### config.mk
export PLATFORM = sky130hd
export DESIGN_NAME = afc_cascade
export DESIGN_NICKNAME = d
export VERILOG_FILES = /design/src/rtl/afc_pkg.sv /design/src/rtl/afc_delay.sv /design/src/rtl/afc_sched.sv /design/src/rtl/afc_core.sv /design/src/rtl/afc_cascade.sv
export SDC_FILE = /design/constraint.sdc
export NUM_CORES = 2
export LEC_CHECK = 0
export BUFFER_PORTS_ARGS = -buffer_cell sky130_fd_sc_hd__buf_2
export CORE_MARGIN = 2
export CORE_UTILIZATION = 40
export CTS_CLUSTER_SIZE = 14
export DETAILED_ROUTE_END_ITERATION = 16
export PLACE_DENSITY = 0.6
export SYNTH_ARGS = -nofsm -noshare
export SYNTH_HDL_FRONTEND = slang
export SYNTH_SLANG_ARGS = --single-unit
### constraint.sdc
create_clock -name clk -period 36.9 [get_ports clk]
set_clock_uncertainty 0.15 [all_clocks]
set_input_delay 5.535 -clock clk [delete_from_list [all_inputs] [get_ports clk]]
set_output_delay 5.535 -clock clk [all_outputs]
set_load 0.03 [all_outputs]
### src/rtl/afc_pkg.sv
package afc_pkg;
    localparam int DATA_W = 16;
    localparam int COEF_W = 16;
    localparam int FRAC_W = 14;
    localparam int WIDE_W = DATA_W + COEF_W + 2;

    typedef logic signed [DATA_W-1:0] sample_t;
    typedef logic signed [COEF_W-1:0] coef_t;
    typedef logic signed [WIDE_W-1:0] wide_t;

    localparam wide_t S_MAX = (wide_t'(1) <<< (DATA_W - 1)) - wide_t'(1);
    localparam wide_t S_MIN = -(wide_t'(1) <<< (DATA_W - 1));

    // Clamp a wide intermediate to the sample range.
    function automatic sample_t clamp(input wide_t v);
        if (v > S_MAX)
            return sample_t'(S_MAX);
        else if (v < S_MIN)
            return sample_t'(S_MIN);
        else
            return sample_t'(v);
    endfunction

    function automatic sample_t add_sat(input sample_t a, input sample_t b, input logic sub);
        wide_t s;
        s = sub ? (wide_t'(a) - wide_t'(b)) : (wide_t'(a) + wide_t'(b));
        return clamp(s);
    endfunction

    // Coefficient times sample, rounded to nearest, then clamped.
    function automatic sample_t mul_rnd(input coef_t c, input sample_t d);
        wide_t p;
        p = wide_t'(c) * wide_t'(d) + (wide_t'(1) <<< (FRAC_W - 1));
        return clamp(p >>> FRAC_W);
    endfunction

    // Half of a sum, rounded half-up; always fits the sample range.
    function automatic sample_t half_rnd(input sample_t a, input sample_t b);
        wide_t s;
        s = wide_t'(a) + wide_t'(b) + wide_t'(1);
        return sample_t'(s >>> 1);
    endfunction
endpackage

### src/rtl/afc_delay.sv
module afc_delay
    import afc_pkg::*;
#(
    parameter int DEPTH = 2
) (
    input  logic    clk,
    input  logic    rst,
    input  logic    push,
    input  sample_t din,
    output sample_t dout
);
    sample_t stage_q [DEPTH];

    always_ff @(posedge clk) begin
        if (rst) begin
            for (int i = 0; i < DEPTH; i++)
                stage_q[i] <= '0;
        end else if (push) begin
            stage_q[0] <= din;
            for (int i = 1; i < DEPTH; i++)
                stage_q[i] <= stage_q[i-1];
        end
    end

    assign dout = stage_q[DEPTH-1];
endmodule

### src/rtl/afc_sched.sv
module afc_sched #(
    parameter int NSTAGE = 4,
    parameter int LAT    = 18,
    parameter int SLOT_W = $clog2(NSTAGE)
) (
    input  logic              clk,
    input  logic              rst,
    input  logic              in_valid,
    output logic              in_ready,
    output logic              accept,
    output logic [SLOT_W-1:0] slot
);
    localparam int                CNT_W = $clog2(LAT + 1);
    localparam logic [SLOT_W-1:0] LAST  = SLOT_W'(NSTAGE - 1);

    typedef enum logic {ST_IDLE, ST_RUN} state_t;

    state_t            state_q, state_d;
    logic [SLOT_W-1:0] slot_q;
    logic [CNT_W-1:0]  drain_q;

    // state register
    always_ff @(posedge clk) begin
        if (rst)
            state_q <= ST_IDLE;
        else
            state_q <= state_d;
    end

    always_comb begin
        state_d = state_q;
        unique case (state_q)
            ST_IDLE: if (accept) state_d = ST_RUN;
            ST_RUN:  if (slot_q == LAST && drain_q == '0) state_d = ST_IDLE;
            default: state_d = ST_IDLE;
        endcase
    end

    // slot rotation and drain counter
    always_ff @(posedge clk) begin
        if (rst) begin
            slot_q  <= '0;
            drain_q <= '0;
        end else begin
            if (state_q == ST_IDLE && !accept)
                slot_q <= '0;
            else if (slot_q == LAST)
                slot_q <= '0;
            else
                slot_q <= slot_q + 1'b1;

            if (accept)
                drain_q <= CNT_W'(LAT);
            else if (drain_q != '0)
                drain_q <= drain_q - 1'b1;
        end
    end

    // outputs
    always_comb begin
        in_ready = (slot_q == '0);
        accept   = in_valid && in_ready;
        slot     = slot_q;
    end

    assert_gap_after_accept_R7: assert property (@(posedge clk) disable iff (rst)
        accept |=> !in_ready);

    assert_idle_holds_slot_R9: assert property (@(posedge clk) disable iff (rst)
        (state_q == ST_IDLE) |-> (slot_q == '0));
endmodule

### src/rtl/afc_core.sv
module afc_core
    import afc_pkg::*;
#(
    parameter int SLOT_W = 2
) (
    input  logic              clk,
    input  logic              rst,
    input  logic              iss_v,
    input  logic [SLOT_W-1:0] iss_stg,
    input  sample_t           iss_x,
    input  sample_t           iss_xb,
    input  sample_t           iss_xa_d,
    input  sample_t           iss_xb_d,
    input  sample_t           iss_ya_d,
    input  sample_t           iss_yb_d,
    input  coef_t             iss_ca,
    input  coef_t             iss_cb,
    output logic              push_v,
    output logic [SLOT_W-1:0] push_stg,
    output sample_t           push_x,
    output sample_t           push_ya,
    output sample_t           push_yb,
    output logic              res_v,
    output logic [SLOT_W-1:0] res_stg,
    output sample_t           res
);
    // step 1: differences
    logic              v1;
    logic [SLOT_W-1:0] stg1;
    sample_t           x1, xad1, xbd1, da1, db1;
    coef_t             ca1, cb1;
    // step 2: products
    logic              v2;
    logic [SLOT_W-1:0] stg2;
    sample_t           x2, xad2, xbd2, pa2, pb2;
    // step 3: branch outputs
    logic              v3;
    logic [SLOT_W-1:0] stg3;
    sample_t           ya3, yb3;

    always_ff @(posedge clk) begin
        if (rst) begin
            v1 <= 1'b0; stg1 <= '0; x1 <= '0; xad1 <= '0; xbd1 <= '0;
            da1 <= '0; db1 <= '0; ca1 <= '0; cb1 <= '0;
            v2 <= 1'b0; stg2 <= '0; x2 <= '0; xad2 <= '0; xbd2 <= '0;
            pa2 <= '0; pb2 <= '0;
            v3 <= 1'b0; stg3 <= '0; ya3 <= '0; yb3 <= '0;
        end else begin
            v1   <= iss_v;
            stg1 <= iss_stg;
            x1   <= iss_x;
            xad1 <= iss_xa_d;
            xbd1 <= iss_xb_d;
            da1  <= add_sat(iss_x, iss_ya_d, 1'b1);
            db1  <= add_sat(iss_xb, iss_yb_d, 1'b1);
            ca1  <= iss_ca;
            cb1  <= iss_cb;

            v2   <= v1;
            stg2 <= stg1;
            x2   <= x1;
            xad2 <= xad1;
            xbd2 <= xbd1;
            pa2  <= mul_rnd(ca1, da1);
            pb2  <= mul_rnd(cb1, db1);

            v3   <= v2;
            stg3 <= stg2;
            ya3  <= push_ya;
            yb3  <= push_yb;
        end
    end

    always_comb begin
        push_v   = v2;
        push_stg = stg2;
        push_x   = x2;
        push_ya  = add_sat(pa2, xad2, 1'b0);
        push_yb  = add_sat(pb2, xbd2, 1'b0);
        res_v    = v3;
        res_stg  = stg3;
        res      = half_rnd(ya3, yb3);
    end
endmodule

### src/rtl/afc_cascade.sv
module afc_cascade
    import afc_pkg::*;
#(
    parameter int NSTAGE = 4
) (
    input  logic                       clk,
    input  logic                       rst,
    input  logic                       in_valid,
    output logic                       in_ready,
    input  logic signed [DATA_W-1:0]   in_data,
    input  logic [NSTAGE*COEF_W-1:0]   coef_a,
    input  logic [NSTAGE*COEF_W-1:0]   coef_b,
    output logic                       out_valid,
    output logic signed [DATA_W-1:0]   out_data
);
    localparam int                SLOT_W = $clog2(NSTAGE);
    localparam int                LAT    = 3 + (NSTAGE - 1) * (NSTAGE + 1);
    localparam logic [SLOT_W-1:0] LAST   = SLOT_W'(NSTAGE - 1);

    logic              accept;
    logic [SLOT_W-1:0] slot, prev;

    sample_t tap_xb   [NSTAGE];
    sample_t tap_xa_d [NSTAGE];
    sample_t tap_xb_d [NSTAGE];
    sample_t tap_ya_d [NSTAGE];
    sample_t tap_yb_d [NSTAGE];

    sample_t hand   [NSTAGE];
    logic    hand_v [NSTAGE-1];

    logic              sel_v;
    sample_t           sel_x;
    coef_t             sel_ca, sel_cb;
    logic              push_v, res_v;
    logic [SLOT_W-1:0] push_stg, res_stg;
    sample_t           push_x, push_ya, push_yb, res;

    afc_sched #(.NSTAGE(NSTAGE), .LAT(LAT), .SLOT_W(SLOT_W)) u_sched (
        .clk(clk), .rst(rst), .in_valid(in_valid),
        .in_ready(in_ready), .accept(accept), .slot(slot)
    );

    // per-section stretched delay lines, advanced once per processed sample
    for (genvar s = 0; s < NSTAGE; s++) begin : g_sec
        localparam int K = 1 << s;
        logic push_s;
        assign push_s = push_v && (push_stg == SLOT_W'(s));

        afc_delay #(.DEPTH(K)) u_x1 (
            .clk(clk), .rst(rst), .push(push_s), .din(push_x), .dout(tap_xb[s]));
        afc_delay #(.DEPTH(K)) u_x2 (
            .clk(clk), .rst(rst), .push(push_s), .din(tap_xb[s]), .dout(tap_xa_d[s]));
        afc_delay #(.DEPTH(K)) u_x3 (
            .clk(clk), .rst(rst), .push(push_s), .din(tap_xa_d[s]), .dout(tap_xb_d[s]));
        afc_delay #(.DEPTH(2*K)) u_ya (
            .clk(clk), .rst(rst), .push(push_s), .din(push_ya), .dout(tap_ya_d[s]));
        afc_delay #(.DEPTH(2*K)) u_yb (
            .clk(clk), .rst(rst), .push(push_s), .din(push_yb), .dout(tap_yb_d[s]));
    end

    // section select for the current slot
    always_comb begin
        prev   = slot - 1'b1;
        sel_ca = coef_a[slot*COEF_W +: COEF_W];
        sel_cb = coef_b[slot*COEF_W +: COEF_W];
        if (slot == '0) begin
            sel_x = in_data;
            sel_v = accept;
        end else begin
            sel_x = hand[prev];
            sel_v = hand_v[prev];
        end
    end

    afc_core #(.SLOT_W(SLOT_W)) u_core (
        .clk(clk), .rst(rst),
        .iss_v(sel_v), .iss_stg(slot), .iss_x(sel_x),
        .iss_xb(tap_xb[slot]), .iss_xa_d(tap_xa_d[slot]), .iss_xb_d(tap_xb_d[slot]),
        .iss_ya_d(tap_ya_d[slot]), .iss_yb_d(tap_yb_d[slot]),
        .iss_ca(sel_ca), .iss_cb(sel_cb),
        .push_v(push_v), .push_stg(push_stg), .push_x(push_x),
        .push_ya(push_ya), .push_yb(push_yb),
        .res_v(res_v), .res_stg(res_stg), .res(res)
    );

    // hand-off registers between sections; the last one is the output
    always_ff @(posedge clk) begin
        if (rst) begin
            out_valid <= 1'b0;
            for (int s = 0; s < NSTAGE; s++)
                hand[s] <= '0;
            for (int s = 0; s < NSTAGE - 1; s++)
                hand_v[s] <= 1'b0;
        end else begin
            out_valid <= res_v && (res_stg == LAST);
            for (int s = 0; s < NSTAGE; s++)
                if (res_v && res_stg == SLOT_W'(s))
                    hand[s] <= res;
            for (int s = 0; s < NSTAGE - 1; s++)
                if (res_stg == SLOT_W'(s))
                    hand_v[s] <= res_v;
        end
    end

    assign out_data = hand[NSTAGE-1];

    assert_out_single_R2: assert property (@(posedge clk) disable iff (rst)
        out_valid |=> !out_valid);

    assert_push_matches_slot_R3: assert property (@(posedge clk) disable iff (rst)
        push_v |-> (push_stg == $past(slot, 2)));
endmodule

==> results.yml <==
cts:
  cts-htree-levels: 4
  cts_made_buffers: 205
  post_cts_buffers: 0
  clk_pin_slew_ps: 60
  cts_resized: 0
  clock_path_buffers: 3
  cts_sinks: 1989
  cts_tree: "built"
  cts_hold_buf: 0
  cts-root-buf: "clkbuf_16"
  clock_latency_ps: 870
setup_path:
  critical_path.top_delay_family: "buffers and inverters"
  crit_chain: "buf_8, clkinv_2, o21ai_4, buf_4, buf_4, buf_4, buf_4, buf_4"
  required_ps: 37180
  endpoint_kind: "flip-flop"
  cp_num_buf_inv: 7
  crit_start: "rst"
  path_class: "in2reg"
  critical_path_depth: 8
  r2r_cells: 22
  crit_fanout: 71
  start_kind: "input port"
  cp-endpoint: "g_sec[2].u_x3.stage_q[3][10]"
  crit_arrival_ps: 10990
  crit_top_cell: "buf_4"
  reg2reg_from: "u_core.da1[3]"
  r2r_end: "u_core.pa2[6]"
  crit_slowest_cell: "buf_4"
  crit_path_max_incr_delay_ps: 860
  r2r_setup_slack_ps: 29000
floorplan:
  start_util_pct: 40.3
  fp.dieArea_um2: 247000
  fp.dieH_um: 497
  chipWidth_um: 497
  coreArea_um2: 241000
  rows: 180
  ios: 165
finish:
  n_fill_cell: 21500
  nets: 8169
  drive_above_1_share_pct: 10.1
  syn_to_final_growth_pct: 11.3
  final_area_um2: 108000
yosys:
  synth_cell_types: 94
  synth-async-reset-ratio_pct: 0
  synth_warnings: 0
  syn_nets: 8064
  synth_area_per_cell_um2: 13.6
  synth-seq-cells: 1989
  synth-edff-count: 1747
  synthFlopType: "edfxtp_1"
  synth_area_um2: 97100
  ys_seq_area_share_pct: 59.0
  syn_inst: 7139
sta:
  worstMarginPinSlew_ps: 1320
  drv_slew: 0
  slew_headroom_pct: 11.9
  fmax_ghz: 0.0934
  period_share_pct: 29.0
  hold_violations: 0
  setup_viol_count_final: 0
  rsz0062_at_grt: "no"
  tns_ps: 0
  period_needed_ps: 10700
detailed_routing:
  drcViolationCount: 0
  avgRoutedWirePerCell_um: 18.6
  dr.first_iter.drc_count: 4015
  vias: 51200
  firstDrtPassIters: 5
  routed_wirelength_um: 198000
  drt-vias-per-instance: 4.83
  ant_nets: 0
global_route:
  grt_max_degree: 258
  grt_first_pass_wirelength_um: 310000
  grt_pass1_vias: 52500
  grt_antenna_before_repair: 15
  grt_usage_pct: 16.2
  grt_remaining_overflow: 0
power_and_ir_drop:
  vdd_drop_max_mv: 0.172
  p_leak_nw: 43.0
  power_density_nw_per_um2: 91.3
  power_mw: 9.87
flow_run:
  maxCapViolCount: 0
placed_design:
  place_congestion: 0.839
  dpl_cell_area_um2: 101000
  io_buffers: 164
  dp_hpwl_um: 131000
outcome:
  status: "finished clean"
min_path:
  hp-class: "reg2reg"
## sequential cells by signal, summed over array words and instances, names as in the netlist, 64 cells and up
register            cells
g_sec.u_x1.stage_q    240
g_sec.u_x2.stage_q    240
g_sec.u_x3.stage_q    240
g_sec.u_ya.stage_q    480
g_sec.u_yb.stage_q    480
hand                   64
## per-stage QoR
step | std cells | worst slack [ps] | hold WS (ps) | util [%]
floorplan | 7139 | 3270 | 264 | -
global placement | 10200 | 25420 | 276 | 42.0
detailed placement | 10200 | 25290 | 272 | 42.0
CTS | 10600 | 26180 | 223 | 44.8
global route | 10600 | 25770 | 255 | 44.9
finish | 10600 | 26200 | 231 | 44.9
## worst reg2reg max path, cell delays in order, from the launching register on
cell and delay [ps]:
dfxtp_1 950, nand2_1 230, fa_1 600, fa_1 440, fa_1 510, fa_1 490, inv_1 50, fa_1 530
inv_1 60, fa_1 540, inv_1 50, ha_1 310, nand2_1 60, o21ai_0 480, nor3_2 70, nand2_1 150
a21oi_4 100, a211oi_2 340, o21ai_1 190, and3_1 220, o41ai_1 360, nand3_1 570, o21ai_0 310
## Yosys cell counts, drive strengths merged (4+ instances only)
cell	count	area, um^2
nand4b	4	35.0
xor2	31	272
a31o	9	78.8
a21o	57	430
nor2b	423	2650
a21boi	7	52.6
mux2	16	180
dfxtp	242	4840
mux2i	5	50.1
a2111oi	6	96.4
ha	239	2990
a31oi	7	65.1
buf	33	161
or3	7	45.1
nand3	22	110
o31ai	8	92.6
nor3	39	205
a21oi	126	661
nand2	298	1120
fa	539	10800
inv	713	2680
and3	10	62.6
o211ai	6	50.1
or2	11	68.8
a211o	4	35.0
nor2	304	1160
xnor2	77	674
edfxtp	1747	52500
nand4	13	81.3
o21bai	9	67.6
nand3b	5	37.5
mux4	128	2880
nand2b	17	106
o21a	12	90.1
clkbuf	286	1070
or4	6	45.0
a211oi	14	115
o21ai	80	449
and2	1533	9590
## kinds of logic (layout without fill, tap and decap cells)
| kind of cell | after synthesis | in the layout | share of synthesized area [%] |
|---|---|---|---|
| fa+ha+maj | 781 | 781 | 14.2 |
| mux | 149 | 149 | 3.21 |
| other cells | 0 | 9 | 0 |
| compound gates | 373 | 373 | 2.65 |
| xor+xnor | 108 | 108 | 0.974 |
| buf+inv | 1032 | 1314 | 4.03 |
| simple gates | 2707 | 2707 | 15.9 |
| flops | 1989 | 1989 | 59.0 |
## worst min-delay path by stage
stage,startpoint,to,slack (ps),cells past startpoint
after floorplan,u_core.stg1[0],u_core.push_stg[0],260,1
after global placement,u_core.xbd1[9],u_core.xbd2[9],280,1
after detailed placement,u_core.xad1[7],u_core.xad2[7],270,1
after CTS,u_core.xad1[9],u_core.xad2[9],220,1
after global routing,u_core.xad1[9],u_core.xad2[9],260,1
final,u_core.xad1[9],u_core.xad2[9],230,1
## cell usage in the layout (no fill, tap or decap), types with 9 or more instances in the layout
cell,instances
edfxtp_1,1747
and2_1,1533
inv_1,712
fa_1,539
nor2b_1,423
nor2_1,299
nand2_1,295
dfxtp_1,240
ha_1,239
clkbuf_16,207
buf_2,163
mux4_2,128
a21oi_1,120
xnor2_1,73
a21o_1,55
o21ai_0,50
clkbuf_1,50
buf_4,48
clkinv_2,39
nor3_1,37
xor2_1,31
clkinv_1,25
clkbuf_8,24
nand3_1,22
nand2b_1,17
mux2_2,16
o21ai_1,16
nand4_1,13
o21ai_2,13
a211oi_1,12
o21a_1,12
clkinv_16,12
or2_2,10
bufinv_16,10
diode_2,9
and3_1,9
a31o_2,9
o21bai_1,9
## power breakdown
group          internal [mW]  total [mW]  switching, mW  leakage, nW
sequential              2.63        2.81          0.177         20.0
combinational           2.05        5.01           2.96         19.6
clock                   1.16        2.04          0.879         3.31
total                   5.85        9.87           4.02         43.0
## cell type report
cell class	instances	area (um^2)	area share, %
sequential	1989	57300	53.0
multi-input combinational	4118	36000	33.3
clock buffer	283	5710	5.29
timing repair buffer	217	1290	1.19
antenna	9	22.5	0.0208
clock inverter	101	1090	1.01
tap	3185	3990	3.69
inverter	713	2680	2.48
## routing by layer
layer	share of wire [%]	up-vias	track usage (%)
li1	-	23900	-
met1	46	26000	23.0
met2	47	1026	26.1
met3	4.4	256	2.29
met4	2.3	0	4.64
met5	0	-	0
(Power assumes the default switching activity.)
